<file path="config.mk">
export PLATFORM = sky130hd
export DESIGN_NAME = pix16_deformat
export DESIGN_NICKNAME = d
export VERILOG_FILES = /design/src/rtl/pix16_deformat_pkg.sv /design/src/rtl/pix16_trs_detect.sv /design/src/rtl/pix16_line_timing.sv /design/src/rtl/pix16_unpack.sv /design/src/rtl/pix16_deformat.sv
export SDC_FILE = /design/constraint.sdc
export NUM_CORES = 1
export LEC_CHECK = 0
export BUFFER_PORTS_ARGS = -buffer_cell sky130_fd_sc_hd__clkbuf_2
export CAP_MARGIN = 30
export CORE_MARGIN = 8
export CORE_UTILIZATION = 59
export CTS_CLUSTER_SIZE = 12
export DETAILED_ROUTE_END_ITERATION = 8
export HOLD_SLACK_MARGIN = 0.02
export PLACE_DENSITY = 0.82
export SYNTH_ARGS = -nofsm -noshare
export SYNTH_HDL_FRONTEND = slang
export SYNTH_SLANG_ARGS = --single-unit
</file>
<file path="constraint.sdc">
create_clock -name clk -period 5.18 [get_ports clk]
set_input_delay 1.036 -clock clk [delete_from_list [all_inputs] [get_ports clk]]
set_output_delay 1.036 -clock clk [all_outputs]
set_load 0.05 [all_outputs]
</file>
<file path="src/rtl/pix16_deformat_pkg.sv">
package pix16_deformat_pkg;

    typedef enum logic [1:0] {
        FMT_RGB565 = 2'd0,
        FMT_YCC    = 2'd1,
        FMT_RGB555 = 2'd2,
        FMT_RSVD   = 2'd3
    } pix_fmt_e;

    localparam int WORD_W  = 16;
    localparam int COMP_W  = 8;
    localparam int PRE_LEN = 3;

    localparam logic [COMP_W-1:0] CODE_LEAD = 8'hFF;
    localparam logic [COMP_W-1:0] CODE_ZERO = 8'h00;

    // chroma phase: 0 = Cb slot, 1 = Cr slot
    localparam logic PH_CB = 1'b0;

    function automatic logic [COMP_W-1:0] widen5(input logic [4:0] v);
        return {v, v[4:2]};
    endfunction

    function automatic logic [COMP_W-1:0] widen6(input logic [5:0] v);
        return {v, v[5:4]};
    endfunction

endpackage

</file>
<file path="src/rtl/pix16_trs_detect.sv">
module pix16_trs_detect
    import pix16_deformat_pkg::*;
(
    input  logic              clk,
    input  logic              rst_n,
    input  logic [COMP_W-1:0] byte_in,
    output logic              code_hit
);

    typedef struct packed {
        logic [PRE_LEN-1:0][COMP_W-1:0] hist;   // [0] newest
    } det_t;

    det_t det_d, det_q;
    logic [PRE_LEN-1:0] pre_ok;

    // oldest byte must be the lead byte, the rest zero
    generate
        for (genvar k = 0; k < PRE_LEN; k++) begin : g_pre
            if (k == PRE_LEN - 1) begin : g_lead
                assign pre_ok[k] = (det_q.hist[k] == CODE_LEAD);
            end else begin : g_zero
                assign pre_ok[k] = (det_q.hist[k] == CODE_ZERO);
            end
        end
    endgenerate

    always_comb begin
        det_d = det_q;
        det_d.hist[0] = byte_in;
        for (int k = 1; k < PRE_LEN; k++) begin
            det_d.hist[k] = det_q.hist[k-1];
        end
        code_hit = (&pre_ok) && byte_in[7];
    end

    always_ff @(posedge clk) begin
        if (!rst_n) det_q <= '0;
        else        det_q <= det_d;
    end

endmodule

</file>
<file path="src/rtl/pix16_line_timing.sv">
module pix16_line_timing
    import pix16_deformat_pkg::*;
#(
    parameter int SAV_W = 12
) (
    input  logic              clk,
    input  logic              rst_n,
    input  logic              hsync,
    input  logic              emb_mode,
    input  logic [SAV_W-1:0]  sav,
    input  logic [WORD_W-1:0] pix_in,
    input  logic              code_hit,
    output logic [WORD_W-1:0] s1_word,
    output logic              s1_act,
    output logic              s1_ph,
    output logic              s1_fld,
    output logic              s1_vbl
);

    localparam int CNT_W = SAV_W + 1;

    typedef struct packed {
        logic              hs;
        logic              seen;
        logic [CNT_W-1:0]  cnt;
        logic              eact;
        logic              eph;
        logic [WORD_W-1:0] word;
        logic              act;
        logic              ph;
        logic              fld;
        logic              vbl;
    } tim_t;

    tim_t tim_d, tim_q;

    logic             hs_rise;
    logic [CNT_W-1:0] cnt_inc;
    logic [CNT_W-1:0] idx;
    logic [CNT_W-1:0] rel;
    logic             line_ok;
    logic             act_hs;
    logic             term;
    logic             act_em;

    always_comb begin
        hs_rise = hsync & ~tim_q.hs;
        cnt_inc = (tim_q.cnt == {CNT_W{1'b1}}) ? tim_q.cnt : tim_q.cnt + 1'b1;
        idx     = hs_rise ? '0 : cnt_inc;
        line_ok = tim_q.seen | hs_rise;
        rel     = idx - CNT_W'(sav);
        act_hs  = line_ok && (idx >= CNT_W'(sav));
        term    = tim_q.eact && (tim_q.eph == PH_CB) && (pix_in[7:0] == CODE_LEAD);
        act_em  = tim_q.eact && !term;

        tim_d      = tim_q;
        tim_d.hs   = hsync;
        tim_d.seen = line_ok;
        tim_d.cnt  = idx;
        tim_d.word = pix_in;

        if (emb_mode) begin
            tim_d.act  = act_em;
            tim_d.ph   = tim_q.eph;
            tim_d.eact = code_hit ? ~pix_in[4] : (term ? 1'b0 : tim_q.eact);
            tim_d.eph  = code_hit ? PH_CB : ~tim_q.eph;
            if (code_hit) begin
                tim_d.fld = pix_in[6];
                tim_d.vbl = pix_in[5];
            end
        end else begin
            tim_d.act  = act_hs;
            tim_d.ph   = rel[0];
            tim_d.eact = 1'b0;
            tim_d.eph  = PH_CB;
        end
    end

    always_ff @(posedge clk) begin
        if (!rst_n) tim_q <= '0;
        else        tim_q <= tim_d;
    end

    assign s1_word = tim_q.word;
    assign s1_act  = tim_q.act;
    assign s1_ph   = tim_q.ph;
    assign s1_fld  = tim_q.fld;
    assign s1_vbl  = tim_q.vbl;

    // zero offset makes the edge word itself active
    p_sav_zero_start_r6: assert property (@(posedge clk) disable iff (!rst_n)
        (!emb_mode && hs_rise && (sav == '0)) |=> s1_act);

    // a run of active pixels always opens on the Cb slot
    p_run_opens_cb_r5: assert property (@(posedge clk) disable iff (!rst_n)
        (s1_act && !$past(s1_act)) |-> (s1_ph == PH_CB));

    // a code with the H bit set leaves the next word inactive
    p_eav_blocks_r11: assert property (@(posedge clk) disable iff (!rst_n)
        (emb_mode && code_hit && pix_in[4]) |=> !s1_act);

    // a start code opens active video on the next word
    p_sav_code_opens_r10: assert property (@(posedge clk) disable iff (!rst_n)
        (emb_mode && code_hit && !pix_in[4]) |=> ##1 (s1_act || !$stable(emb_mode)
                                                   || (s1_word[7:0] == CODE_LEAD)));

endmodule

</file>
<file path="src/rtl/pix16_unpack.sv">
module pix16_unpack
    import pix16_deformat_pkg::*;
(
    input  logic              clk,
    input  logic              rst_n,
    input  logic [1:0]        fmt_sel,
    input  logic [WORD_W-1:0] s1_word,
    input  logic              s1_act,
    input  logic              s1_ph,
    input  logic              s1_fld,
    input  logic              s1_vbl,
    input  logic [COMP_W-1:0] next_low,
    output logic              pix_valid,
    output logic [COMP_W-1:0] pix_c0,
    output logic [COMP_W-1:0] pix_c1,
    output logic [COMP_W-1:0] pix_c2,
    output logic              field_flag,
    output logic              vblank_flag
);

    typedef struct packed {
        logic              vld;
        logic [COMP_W-1:0] c0;
        logic [COMP_W-1:0] c1;
        logic [COMP_W-1:0] c2;
        logic [COMP_W-1:0] cbh;
        logic              fld;
        logic              vbl;
    } out_t;

    out_t out_d, out_q;
    pix_fmt_e fmt;

    always_comb begin
        fmt       = pix_fmt_e'(fmt_sel);
        out_d     = out_q;
        out_d.vld = s1_act;
        out_d.fld = s1_fld;
        out_d.vbl = s1_vbl;
        out_d.c0  = '0;
        out_d.c1  = '0;
        out_d.c2  = '0;
        if (s1_ph == PH_CB) out_d.cbh = s1_word[7:0];

        if (s1_act) begin
            unique case (fmt)
                FMT_YCC: begin
                    out_d.c0 = s1_word[15:8];
                    if (s1_ph == PH_CB) begin
                        out_d.c1 = s1_word[7:0];
                        out_d.c2 = next_low;
                    end else begin
                        out_d.c1 = out_q.cbh;
                        out_d.c2 = s1_word[7:0];
                    end
                end
                FMT_RGB555: begin
                    out_d.c0 = widen5(s1_word[14:10]);
                    out_d.c1 = widen5(s1_word[9:5]);
                    out_d.c2 = widen5(s1_word[4:0]);
                end
                default: begin
                    out_d.c0 = widen5(s1_word[15:11]);
                    out_d.c1 = widen6(s1_word[10:5]);
                    out_d.c2 = widen5(s1_word[4:0]);
                end
            endcase
        end
    end

    always_ff @(posedge clk) begin
        if (!rst_n) out_q <= '0;
        else        out_q <= out_d;
    end

    assign pix_valid   = out_q.vld;
    assign pix_c0      = out_q.c0;
    assign pix_c1      = out_q.c1;
    assign pix_c2      = out_q.c2;
    assign field_flag  = out_q.fld;
    assign vblank_flag = out_q.vbl;

    // output flag follows the timing stage by exactly one edge
    p_valid_latency_r8: assert property (@(posedge clk) disable iff (!rst_n)
        1'b1 |=> (pix_valid == $past(s1_act)));

    // idle outputs are blank
    p_idle_blank_r9: assert property (@(posedge clk) disable iff (!rst_n)
        !pix_valid |-> (pix_c0 == '0 && pix_c1 == '0 && pix_c2 == '0));

    // a Cr-slot pixel reuses the Cb of its partner
    p_pair_cb_r5: assert property (@(posedge clk) disable iff (!rst_n)
        (s1_act && $past(s1_act) && (s1_ph != PH_CB) && (fmt == FMT_YCC)
         && $stable(fmt_sel)) |=> (pix_c1 == $past(s1_word[7:0], 2)));

endmodule

</file>
<file path="src/rtl/pix16_deformat.sv">
module pix16_deformat
    import pix16_deformat_pkg::*;
#(
    parameter int SAV_W = 12
) (
    input  logic              clk,
    input  logic              rst_n,
    input  logic [1:0]        fmt_sel,
    input  logic              emb_sync_en,
    input  logic              hsync,
    input  logic [SAV_W-1:0]  sav_offset,
    input  logic [15:0]       pix_in,
    output logic              pix_valid,
    output logic [7:0]        pix_c0,
    output logic [7:0]        pix_c1,
    output logic [7:0]        pix_c2,
    output logic              field_flag,
    output logic              vblank_flag
);

    logic              emb_mode;
    logic              code_hit;
    logic [WORD_W-1:0] s1_word;
    logic              s1_act;
    logic              s1_ph;
    logic              s1_fld;
    logic              s1_vbl;

    assign emb_mode = emb_sync_en && (pix_fmt_e'(fmt_sel) == FMT_YCC);

    pix16_trs_detect u_det (
        .clk      (clk),
        .rst_n    (rst_n),
        .byte_in  (pix_in[7:0]),
        .code_hit (code_hit)
    );

    pix16_line_timing #(.SAV_W(SAV_W)) u_tim (
        .clk      (clk),
        .rst_n    (rst_n),
        .hsync    (hsync),
        .emb_mode (emb_mode),
        .sav      (sav_offset),
        .pix_in   (pix_in),
        .code_hit (code_hit),
        .s1_word  (s1_word),
        .s1_act   (s1_act),
        .s1_ph    (s1_ph),
        .s1_fld   (s1_fld),
        .s1_vbl   (s1_vbl)
    );

    pix16_unpack u_unp (
        .clk         (clk),
        .rst_n       (rst_n),
        .fmt_sel     (fmt_sel),
        .s1_word     (s1_word),
        .s1_act      (s1_act),
        .s1_ph       (s1_ph),
        .s1_fld      (s1_fld),
        .s1_vbl      (s1_vbl),
        .next_low    (pix_in[7:0]),
        .pix_valid   (pix_valid),
        .pix_c0      (pix_c0),
        .pix_c1      (pix_c1),
        .pix_c2      (pix_c2),
        .field_flag  (field_flag),
        .vblank_flag (vblank_flag)
    );

    // reset clears the visible pixel
    p_reset_clear_r1: assert property (@(posedge clk)
        !rst_n |=> (!pix_valid && pix_c0 == '0 && pix_c1 == '0 && pix_c2 == '0
                    && !field_flag && !vblank_flag));

endmodule

</file>
==> summary.md, run 1 <==
| Metric | Value |
|---|---|
| Worst path bufs/invs | 0 |
| Die area | 9570 um^2 |
| Die height | 97.8 um |
| Net Sw Frac | 25.2% |
| Aggregate global routing overflow | 0 |
| Seq pwr share | 54.9% |
| Htree depth | 3 |
| Top cells by area, synth | dfxtp_1, and2_1, mux2_2, ha_1, buf_4 |
| Clock Path Buffers | 2 |
| Post-Syn Area | 3950 um^2 |
| Slew headroom | 38.1% |
| Detailed-placement wirelength estimate | 5990 um |
| ANT cells | 0 |
| Tmin final | 2.92 ns |
| First-pass detailed-route iteration total | 5 |
| Period utilisation layout | 56.4% |
| Post-synth ARST share | 0% |
| TritonCTS clock tree | yes |
| CP dominant cell by count | ha_1 |
| Internal | 0.970 mW |
| Fillers | 522 |
| Nets@finish | 496 |
| Post-synth EDFFs | 0 |
| Max-cap viol count | 0 |
| Tightest Hold Check Type | flop to flop |
| I/O pin total | 61 |
| Mapped Cells | 422 |
| Footprint of the multi-input gates | 1850 um^2 |
| Maximum clock frequency | 342 MHz |
| Clock-pin transition on the worst setup and hold timing paths | 0.09 ns |
| Worst setup endpoint | u_tim.s1_act |
| Slowest-stage cell, CP | or4_1 |
| Largest net degree at the start of global routing | 51 |
| CP max stage delay | 0.53 ns |
| Family with the most delay on the worst path | simple AND/OR/NAND/NOR gates |
| Total CTS buffers | 9 |
| Syn Nets | 471 |
| Wirelength per Cell | 15.9 um |
| Synth warn | 0 |
| DRT antenna net count | 0 |
| Crit-path max FO | 11 |
| Total net switching power | 0.327 mW |
| # port buffers | 60 |
| Area Growth Syn to Fin | 8.08% |
| Pwr dens | 304 nW/um^2 |
| Worst-path cell chain | ha_1 > nand4_1 > o21ai_0 > nand3_1 > ha_1 > nand2b_1 > a2111oi_0 > or4_1 > a31oi_1 |
| Hold Violations, Final | 0 |
| Top-count cell post-synth | dfxtp_1 |
| Setup TNS | 0 ns |
| Critical R2R Capture | u_tim.s1_act |
| Drt drc | 0 |
| Critical path class | flop to flop |
| CP Capture Type | flop |
| RSZ-0062 raised after global routing | no |
| Crit path launch type | flop |
| Chip width | 97.8 um |
| Worst vdd ir | 0.118 mV |
| Flops & latches, synth | 88 |
| CTS Sinks | 88 |
| PostCTS Resize Cnt | 0 |
| Yosys top cell by area | dfxtp_1 |
| Post-synth top cells | dfxtp_1, and2_1, nand2_1 |
| Worst setup path startpoint | u_tim.tim_q[23] |
| Flip-flop and latch area | 1760 um^2 |
| Root Buffer | clkbuf_8 |
| CP Data Arrival Time | 3.20 ns |
| Number of global-route vias before repair | 2953 |
| Sequential fraction of the synthesis area | 44.6% |
| Outcome | finished, final reports clean |
| Flop-to-flop setup slack | 2.26 ns |
| Endpoints failing setup | 0 |
| Vias per cell | 5.72 |
| Max Slew Vio Count | 0 |
| Leading register cell type out of synthesis | dfxtp_1 |
| Static Leak | 1.82 nW |
| Std-Cell Rows | 30 |
| Share of cells above drive strength 1 | 21.9% |
| Layout Skew | 0.00592 ns |
| Clock power share | 37.1% |
| R2R depth | 9 |
| Worst-margin pin slew | 0.926 ns |
| Tot GR Track Use | 18.0% |
| Clk_lat worst skew | 0.36 ns |
| Post-synth top area share | 44.6% |
| RR Startpoint | u_tim.tim_q[23] |
| Mean Syn Cell Area | 9.36 um^2 |
| Gpl congestion | 1.01 |
| Worst path depth | 9 |
| Unique masters post-synth | 45 |
| Hold WS | 0.463 ns |
| Core area | 6640 um^2 |
| Initial core utilization | 59.4% |
| WP data required | 5.46 ns |
| Initial antenna violation count | 0 |
| First-pass GRT wire length | 14100 um |
| Post-CTS Setup Repair Bufs | 0 |
| Hold buffers post-CTS | 0 |
| WL final | 8470 um |
| Utilization after layout | 64.2% |
| Vias | 3041 |
| Combinational power share | 8.0% |
| Initial DRC count | 200 |
worst min path at each step:
stage	from	to	depth (start not counted)	slack, ns
floorplan	u_tim.tim_q[20]	u_tim.tim_q[20]	1	0.41
global placement	u_tim.s1_vbl	u_unp.vblank_flag	1	0.44
detailed placement	u_tim.s1_vbl	u_unp.vblank_flag	1	0.44
CTS	u_tim.s1_vbl	u_unp.vblank_flag	1	0.47
global route	u_det.det_d[20]	u_det.det_q[20]	1	0.48
finish	u_tim.s1_vbl	u_unp.vblank_flag	1	0.46
registers in the layout, summed over array words and instances, names as in the netlist:
name               count
u_tim.tim_q           17
u_det.det_d           15
u_tim.s1_word          9
u_det.det_q            8
u_unp.out_q            8
u_unp.pix_c0           8
u_unp.pix_c1           8
u_unp.pix_c2           8
u_tim.s1_act           1
u_tim.s1_fld           1
u_tim.s1_ph            1
u_tim.s1_vbl           1
u_unp.field_flag       1
u_unp.pix_valid        1
u_unp.vblank_flag      1
layout by cell type, fill, tap and decap left out, types with 6 or more instances in the layout:
cell	count
clkbuf_8	9
nand3_1	13
mux2_2	18
ha_1	15
and3_1	6
a22oi_1	8
o21ai_0	8
nand2b_1	11
nand2_1	29
mux2i_1	10
and2_1	46
clkbuf_2	60
nor2_1	24
inv_1	15
a21oi_1	23
nor3_1	10
a222oi_1	6
dfxtp_1	88
per-stage QoR:
stage	setup slack, ns	std cells	total power [mW]	area, um^2
3_5_place_dp	2.20	516	0.829	4070
3_3_place_gp	2.24	516	0.826	4070
2_1_floorplan	2.49	422	0.795	3950
4_1_cts	2.33	532	1.30	4270
5_1_grt	2.05	532	1.35	4270
6_report	2.26	532	1.30	4270
power groups by stage:
| stage | clock network (mW) | logic (mW) | registers [mW] |
|---|---|---|---|
| global route | 0.519 | 0.116 | 0.715 |
| finish | 0.481 | 0.104 | 0.712 |
| detailed placement | 0 | 0.101 | 0.727 |
| CTS | 0.489 | 0.103 | 0.712 |
| global placement | 0 | 0.0992 | 0.726 |
| floorplan | 0 | 0.0774 | 0.717 |
logic make-up after synthesis:
logic type / Yosys count / share of synthesized area (%)
fa+ha+maj: 15 / 4.75
flops: 88 / 44.6
buf+inv: 61 / 8.59
simple gates: 163 / 22.5
compound gates: 67 / 11.9
mux: 28 / 7.67
routing by layer:
layer / up-vias / global-route usage [%] / wire, um
li1: 1490 / - / -
met1: 1391 / 21.4 / 3550
met2: 141 / 29.0 / 4080
met3: 19 / 5.19 / 670
met4: 0 / 8.75 / 173
met5: - / 0 / 0
area by class of cell:
cell class / count / area share, %
Clock buffer: 9 / 2.90
Clock inverter: 7 / 1.82
Inverter: 15 / 1.32
Multi-Input combinational cell: 273 / 43.3
Sequential cell: 88 / 41.3
Tap cell: 80 / 2.35
Timing Repair Buffer: 60 / 7.04
Power figures use the tool's default switching activity.
==> run 2: changes to the inputs <==
--- a/config.mk
+++ b/config.mk
@@ -8,11 +8,11 @@
 export BUFFER_PORTS_ARGS = -buffer_cell sky130_fd_sc_hd__clkbuf_2
 export CAP_MARGIN = 30
 export CORE_MARGIN = 8
-export CORE_UTILIZATION = 59
+export CORE_UTILIZATION = 56
 export CTS_CLUSTER_SIZE = 12
 export DETAILED_ROUTE_END_ITERATION = 8
 export HOLD_SLACK_MARGIN = 0.02
-export PLACE_DENSITY = 0.82
+export PLACE_DENSITY = 0.79
 export SYNTH_ARGS = -nofsm -noshare
 export SYNTH_HDL_FRONTEND = slang
 export SYNTH_SLANG_ARGS = --single-unit
==> constraint.sdc (replaced) <==
create_clock -name clk -period 2.8 [get_ports clk]
set_input_delay 0.56 -clock clk [delete_from_list [all_inputs] [get_ports clk]]
set_output_delay 0.56 -clock clk [all_outputs]
set_load 0.05 [all_outputs]
==> summary.md, run 2 (same netlist as run 1, synthesis figures left out) <==
| Metric | Value |
|---|---|
| Worst-margin pin slew | 0.785 ns (-0.141 ns) |
| Max-cap viol count | 0 (unchanged) |
| Clock-pin transition on the worst setup and hold timing paths | 0.09 ns (about the same) |
| ANT cells | 0 (unchanged) |
| Seq pwr share | 54.6% (-0.3 points) |
| Flop-to-flop setup slack | 0.23 ns (-2.03 ns) |
| Number of global-route vias before repair | 3022 (+2.3%) |
| Die area | 9990 um^2 (+4.5%) |
| Aggregate global routing overflow | 0 (unchanged) |
| Initial core utilization | 58.1% (-1.3 points) |
| Critical R2R Capture | u_tim.s1_act |
| Combinational power share | 8.2% (+0.2 points) |
| Endpoints failing setup | 0 (unchanged) |
| TritonCTS clock tree | yes |
| Slew headroom | 47.5% (+9.4 points) |
| Clock power share | 37.1% (about the same) |
| WL final | 8360 um (-1.3%) |
| Chip width | 100 um (+2.2%) |
| Total net switching power | 0.610 mW (+87%) |
| Setup TNS | 0 ns (unchanged) |
| Tightest Hold Check Type | input port to flop |
| Hold buffers post-CTS | 0 (unchanged) |
| Clock Path Buffers | 2 (unchanged) |
| Initial antenna violation count | 0 (unchanged) |
| Static Leak | 1.86 nW (+1.7%) |
| Hold depth | 2 (+1) |
| # port buffers | 60 (unchanged) |
| Worst vdd ir | 0.218 mV (+85%) |
| Drt drc | 0 (unchanged) |
| Total CTS buffers | 9 (unchanged) |
| WP data required | 3.08 ns (-2.38 ns) |
| Die height | 100 um (+2.2%) |
| Share of cells above drive strength 1 | 23.5% (+1.6 points) |
| Fin cells | 555 (+4.3%) |
| Outcome | finished, final reports clean |
| Tmin final | 2.57 ns (-0.354 ns) |
| DRT antenna net count | 0 (unchanged) |
| Worst hold endpoint | u_tim.s1_word[12] |
| Std-Cell Rows | 30 (unchanged) |
| RSZ-0062 raised after global routing | no |
| Core area | 6790 um^2 (+2.3%) |
| Wirelength per Cell | 15.1 um (-5.3%) |
| Htree depth | 3 (unchanged) |
| Placed Cells | 539 (+4.5%) |
| Layout Skew | 0.00895 ns (+0.00303 ns) |
| Maximum clock frequency | 390 MHz (+14%) |
| Root Buffer | clkbuf_8 |
| Nets@finish | 503 (+1.4%) |
| Detailed-placement wirelength estimate | 6140 um (+2.5%) |
| PostCTS Resize Cnt | 0 (unchanged) |
| CP Data Arrival Time | 2.85 ns (-0.35 ns) |
| Hold Violations, Final | 0 (unchanged) |
| Post-CTS Setup Repair Bufs | 0 (unchanged) |
| Clk_lat worst skew | 0.35 ns (about the same) |
| Most frequent cells in the layout | dfxtp_1, clkbuf_2, and2_1, nand2_1, nor2_1 |
| Initial DRC count | 182 (-9.0%) |
| Top reg by flops | u_tim.tim_q |
| Net Sw Frac | 25.3% (+0.091 points) |
| Max reg flops | 17 (unchanged) |
| Area Growth Syn to Fin | 10.3% |
| First-pass detailed-route iteration total | 5 (unchanged) |
| Vias | 3074 (+1.1%) |
| First-pass GRT wire length | 14100 um (-0.44%) |
| RR Startpoint | u_tim.tim_q[25] |
| Vias per cell | 5.54 (-3.1%) |
| Period utilisation layout | 91.7% (+35 points) |
| Largest net degree at the start of global routing | 34 (-33%) |
| Fillers | 601 (+15%) |
| Critical path class | flop to flop |
| Flip-flop and latch area | 1760 um^2 (unchanged) |
| Commonest non-fill, non-tap cell in the layout | dfxtp_1 |
| R2R depth | 9 (unchanged) |
| Max Slew Vio Count | 0 (unchanged) |
| CTS Sinks | 88 (unchanged) |
| Crit-path max FO | 10 (-1) |
| Tot GR Track Use | 17.3% (-0.72 points) |
| Hold Crit Start | pix_in[12] |
| Crit path launch type | flop |
| Pwr dens | 554 nW/um^2 (+82%) |
| Footprint of the multi-input gates | 1860 um^2 (+0.81%) |
| Gpl congestion | 0.971 (-3.8%) |
| I/O pin total | 61 (unchanged) |
| Internal | 1.80 mW (+86%) |
| CP Capture Type | flop |
[run 2: metal layers]
metal,up-vias,wire length (um),global-route usage [%]
li1,1508,-,-
met1,1433,3660,20.9
met2,116,3920,28.2
met3,17,623,4.01
met4,0,159,8.02
met5,-,0,0
[run 2: final cells by class]
cell class	instances	share of cell area, %
inverter	15	1.29
sequential	88	40.4
clock buffer	9	2.84
timing repair buffer	67	8.10
clock inverter	7	1.78
tap	96	2.76
multi-input combinational	273	42.8
[run 2: critical path: stages (launching register included)]
cell,delay (ns)
dfxtp_1,0.46
and4_4,0.33
and4_4,0.33
a21oi_1,0.14
mux2i_1,0.17
ha_1,0.29
and3_1,0.17
nand3_1,0.07
or4_1,0.40
a31oi_1,0.14
[run 2: worst max path at each step]
stage / from / to / slack [ns] / cells past startpoint
final: u_tim.tim_q[25] / u_tim.s1_act / 0.23 / 9
after global routing: u_tim.tim_q[25] / u_tim.s1_act / 0.04 / 9
after CTS: u_tim.tim_q[25] / u_tim.s1_act / 0.12 / 9
after detailed placement: u_tim.tim_q[25] / u_tim.s1_act / 0.15 / 9
after global placement: u_tim.tim_q[25] / u_tim.s1_act / 0.24 / 9
after floorplan: u_tim.tim_q[25] / u_tim.s1_act / 0.42 / 11
[run 2: through the flow]
stage / hold WS, ns / setup slack [ns] / instance area (um^2) / power, mW / util, %
6_report: 0.415 / 0.233 / 4360 / 2.41 / 64.1
5_1_grt: 0.414 / 0.0444 / 4360 / 2.50 / 64.1
4_1_cts: 0.404 / 0.122 / 4340 / 2.42 / 63.9
3_5_place_dp: 0.442 / 0.150 / 4140 / 1.54 / 60.9
3_3_place_gp: 0.437 / 0.240 / 4140 / 1.53 / 60.9
2_1_floorplan: 0.414 / 0.419 / 3950 / 1.47 / -
[run 2: power groups by stage]
stage | clock (mW) | combinational [mW] | sequential, mW
2_1_floorplan | 0 | 0.143 | 1.33
3_3_place_gp | 0 | 0.190 | 1.34
3_5_place_dp | 0 | 0.194 | 1.34
4_1_cts | 0.907 | 0.197 | 1.32
5_1_grt | 0.954 | 0.221 | 1.32
6_report | 0.896 | 0.198 | 1.32
==> run 3: changes to the inputs <==
--- a/config.mk
+++ b/config.mk
@@ -12,7 +12,7 @@
 export CTS_CLUSTER_SIZE = 12
 export DETAILED_ROUTE_END_ITERATION = 8
 export HOLD_SLACK_MARGIN = 0.02
-export PLACE_DENSITY = 0.79
+export PLACE_DENSITY_LB_ADDON = 0.25
 export SYNTH_ARGS = -nofsm -noshare
 export SYNTH_HDL_FRONTEND = slang
 export SYNTH_SLANG_ARGS = --single-unit
==> summary.md, run 3 (same netlist as run 1, synthesis figures left out) <==
| Metric | Value |
|---|---|
| Die area | 9990 um^2 (unchanged) |
| # port buffers | 60 (unchanged) |
| Hold Crit Start | pix_in[14] |
| R2R depth | 9 (unchanged) |
| Worst hold endpoint | u_tim.s1_word[14] |
| Static Leak | 1.85 nW (-0.31%) |
| Largest net degree at the start of global routing | 46 (+35%) |
| Hold Violations, Final | 0 (unchanged) |
| Initial core utilization | 58.1% (unchanged) |
| Top reg by flops | u_tim.tim_q |
| Hold depth | 2 (unchanged) |
| Wirelength per Cell | 15.0 um (-0.26%) |
| RR Startpoint | u_tim.tim_q[22] |
| Slew headroom | 51.7% (+4.2 points) |
| Most frequent cells in the layout | dfxtp_1, clkbuf_2, and2_1, nand2_1, nor2_1 |
| Initial antenna violation count | 0 (unchanged) |
| Root Buffer | clkbuf_8 |
| Aggregate global routing overflow | 0 (unchanged) |
| Clk_lat worst skew | 0.35 ns (about the same) |
| Pre-CTS setup slack | 0.156 ns (+0.00650 ns) |
| Nets@finish | 504 (+0.20%) |
| DRT antenna net count | 0 (unchanged) |
| Drt drc | 0 (unchanged) |
| Placed Cells | 540 (+0.19%) |
| Pwr dens | 535 nW/um^2 (-3.4%) |
| Chip width | 100 um (unchanged) |
| Tot GR Track Use | 17.1% (-0.11 points) |
| Core area | 6790 um^2 (unchanged) |
| WL final | 8350 um (about the same) |
| Setup TNS | 0 ns (unchanged) |
| Crit-path max FO | 11 (+1) |
| Clock-pin transition on the worst setup and hold timing paths | 0.09 ns (about the same) |
| Total CTS buffers | 9 (unchanged) |
| RSZ-0062 raised after global routing | no |
| Fin cells | 556 (+0.18%) |
| Min setup slack post-route | 0.197 ns (-0.0353 ns) |
| Number of global-route vias before repair | 2980 (-1.4%) |
| Critical R2R Capture | u_tim.s1_act |
| Outcome | finished, final reports clean |
| Worst-margin pin slew | 0.722 ns (-0.0631 ns) |
| WP data required | 3.08 ns (about the same) |
| Max Slew Vio Count | 0 (unchanged) |
| Maximum clock frequency | 384 MHz (-1.4%) |
| Vias | 3045 (-0.94%) |
| Period utilisation layout | 93.0% (+1.3 points) |
| Htree depth | 3 (unchanged) |
| Vias per cell | 5.48 (-1.1%) |
| Hold WS | 0.407 ns (-0.00751 ns) |
| Critical path class | flop to flop |
| Worst vdd ir | 0.281 mV (+29%) |
| Initial DRC count | 236 (+30%) |
| Area Growth Syn to Fin | 9.73% |
| TritonCTS clock tree | yes |
| Flop-to-flop setup slack | 0.20 ns (-0.04 ns) |
| Max reg flops | 17 (unchanged) |
| Tightest Hold Check Type | input port to flop |
| Tmin final | 2.60 ns (+0.0353 ns) |
| First-pass detailed-route iteration total | 5 (unchanged) |
| Clock Path Buffers | 2 (unchanged) |
| Max-cap viol count | 0 (unchanged) |
| Std-Cell Rows | 30 (unchanged) |
| Share of cells above drive strength 1 | 23.5% (-0.051 points) |
| CP Capture Type | flop |
| Commonest non-fill, non-tap cell in the layout | dfxtp_1 |
| Gpl congestion | 0.887 (-8.6%) |
| Detailed-placement wirelength estimate | 6060 um (-1.2%) |
| First-pass GRT wire length | 13800 um (-1.8%) |
| Endpoints failing setup | 0 (unchanged) |
| Die height | 100 um (unchanged) |
| ANT cells | 0 (unchanged) |
| CP Data Arrival Time | 2.88 ns (+0.03 ns) |
| CTS Sinks | 88 (unchanged) |
| I/O pin total | 61 (unchanged) |
| Crit path launch type | flop |
| Utilization after layout | 63.8% (-0.33 points) |
| Layout Skew | 0.00886 ns (-0.0000931 ns) |
| Post-CTS Setup Repair Bufs | 0 (unchanged) |
[run 3: changes by cell type in the layout (fill, tap and decap cells not counted), sizes merged]
| cell | delta |
|---|---|
| bufinv | -1 |
| clkbuf | +2 |
| buf | +1 |
| inv | -1 |
[run 3: timing repair]
item,in CTS,in global routing
setup endpoints to repair,0,1
hold buffers,0,0
gates resized for setup,0,4
endpoints found under the hold margin,0,0
[run 3: layout make-up]
| cell class | count | area (um^2) |
|---|---|---|
| multi-input cells | 273 | 1850 |
| flip-flops and latches | 88 | 1760 |
| fillers | 601 | 2460 |
| inverters | 15 | 56.3 |
| clock buffers | 11 | 141 |
| clock inverters | 5 | 40.0 |
| repair buffers | 68 | 360 |
| well taps | 96 | 120 |
[run 3: worst max-delay path by stage]
stage	slack (ns)	depth (start not counted)	to	from
2_1_floorplan	0.42	11	u_tim.s1_act	u_tim.tim_q[25]
3_3_place_gp	0.18	9	u_tim.s1_act	u_tim.tim_q[25]
3_5_place_dp	0.16	9	u_tim.s1_act	u_tim.tim_q[25]
4_1_cts	0.12	9	u_tim.s1_act	u_tim.tim_q[25]
5_1_grt	0.04	9	u_tim.s1_act	u_tim.tim_q[22]
6_report	0.20	9	u_tim.s1_act	u_tim.tim_q[22]
[run 3: stage by stage]
| step | area, um^2 | power [mW] |
|---|---|---|
| 3_5_place_dp | 4150 | 1.54 |
| 6_report | 4330 | 2.32 |
| 2_1_floorplan | 3950 | 1.47 |
| 4_1_cts | 4330 | 2.33 |
| 3_3_place_gp | 4150 | 1.53 |
| 5_1_grt | 4330 | 2.43 |
[run 3: per-layer routing]
| layer | wire (um) | GRT usage [%] | vias up |
|---|---|---|---|
| met5 | 0 | 0 | - |
| met4 | 130 | 6.86 | 0 |
| met3 | 477 | 4.50 | 14 |
| met2 | 3860 | 27.1 | 99 |
| met1 | 3890 | 21.6 | 1426 |
| li1 | - | - | 1506 |
[run 3: critical path, cell delays in order, from the launching register on]
cell,delay (ns)
dfxtp_1,0.46
ha_2,0.34
and4_4,0.34
nand2_1,0.10
a211oi_1,0.25
ha_1,0.23
o21a_1,0.13
nor2_1,0.04
or4_1,0.49
a31oi_1,0.15
[run 3: power by group]
part | internal [mW] | switching [mW] | total, mW
clock network | 0.352 | 0.453 | 0.805
registers | 1.28 | 0.0345 | 1.32
logic | 0.0972 | 0.0988 | 0.196
total | 1.73 | 0.587 | 2.32
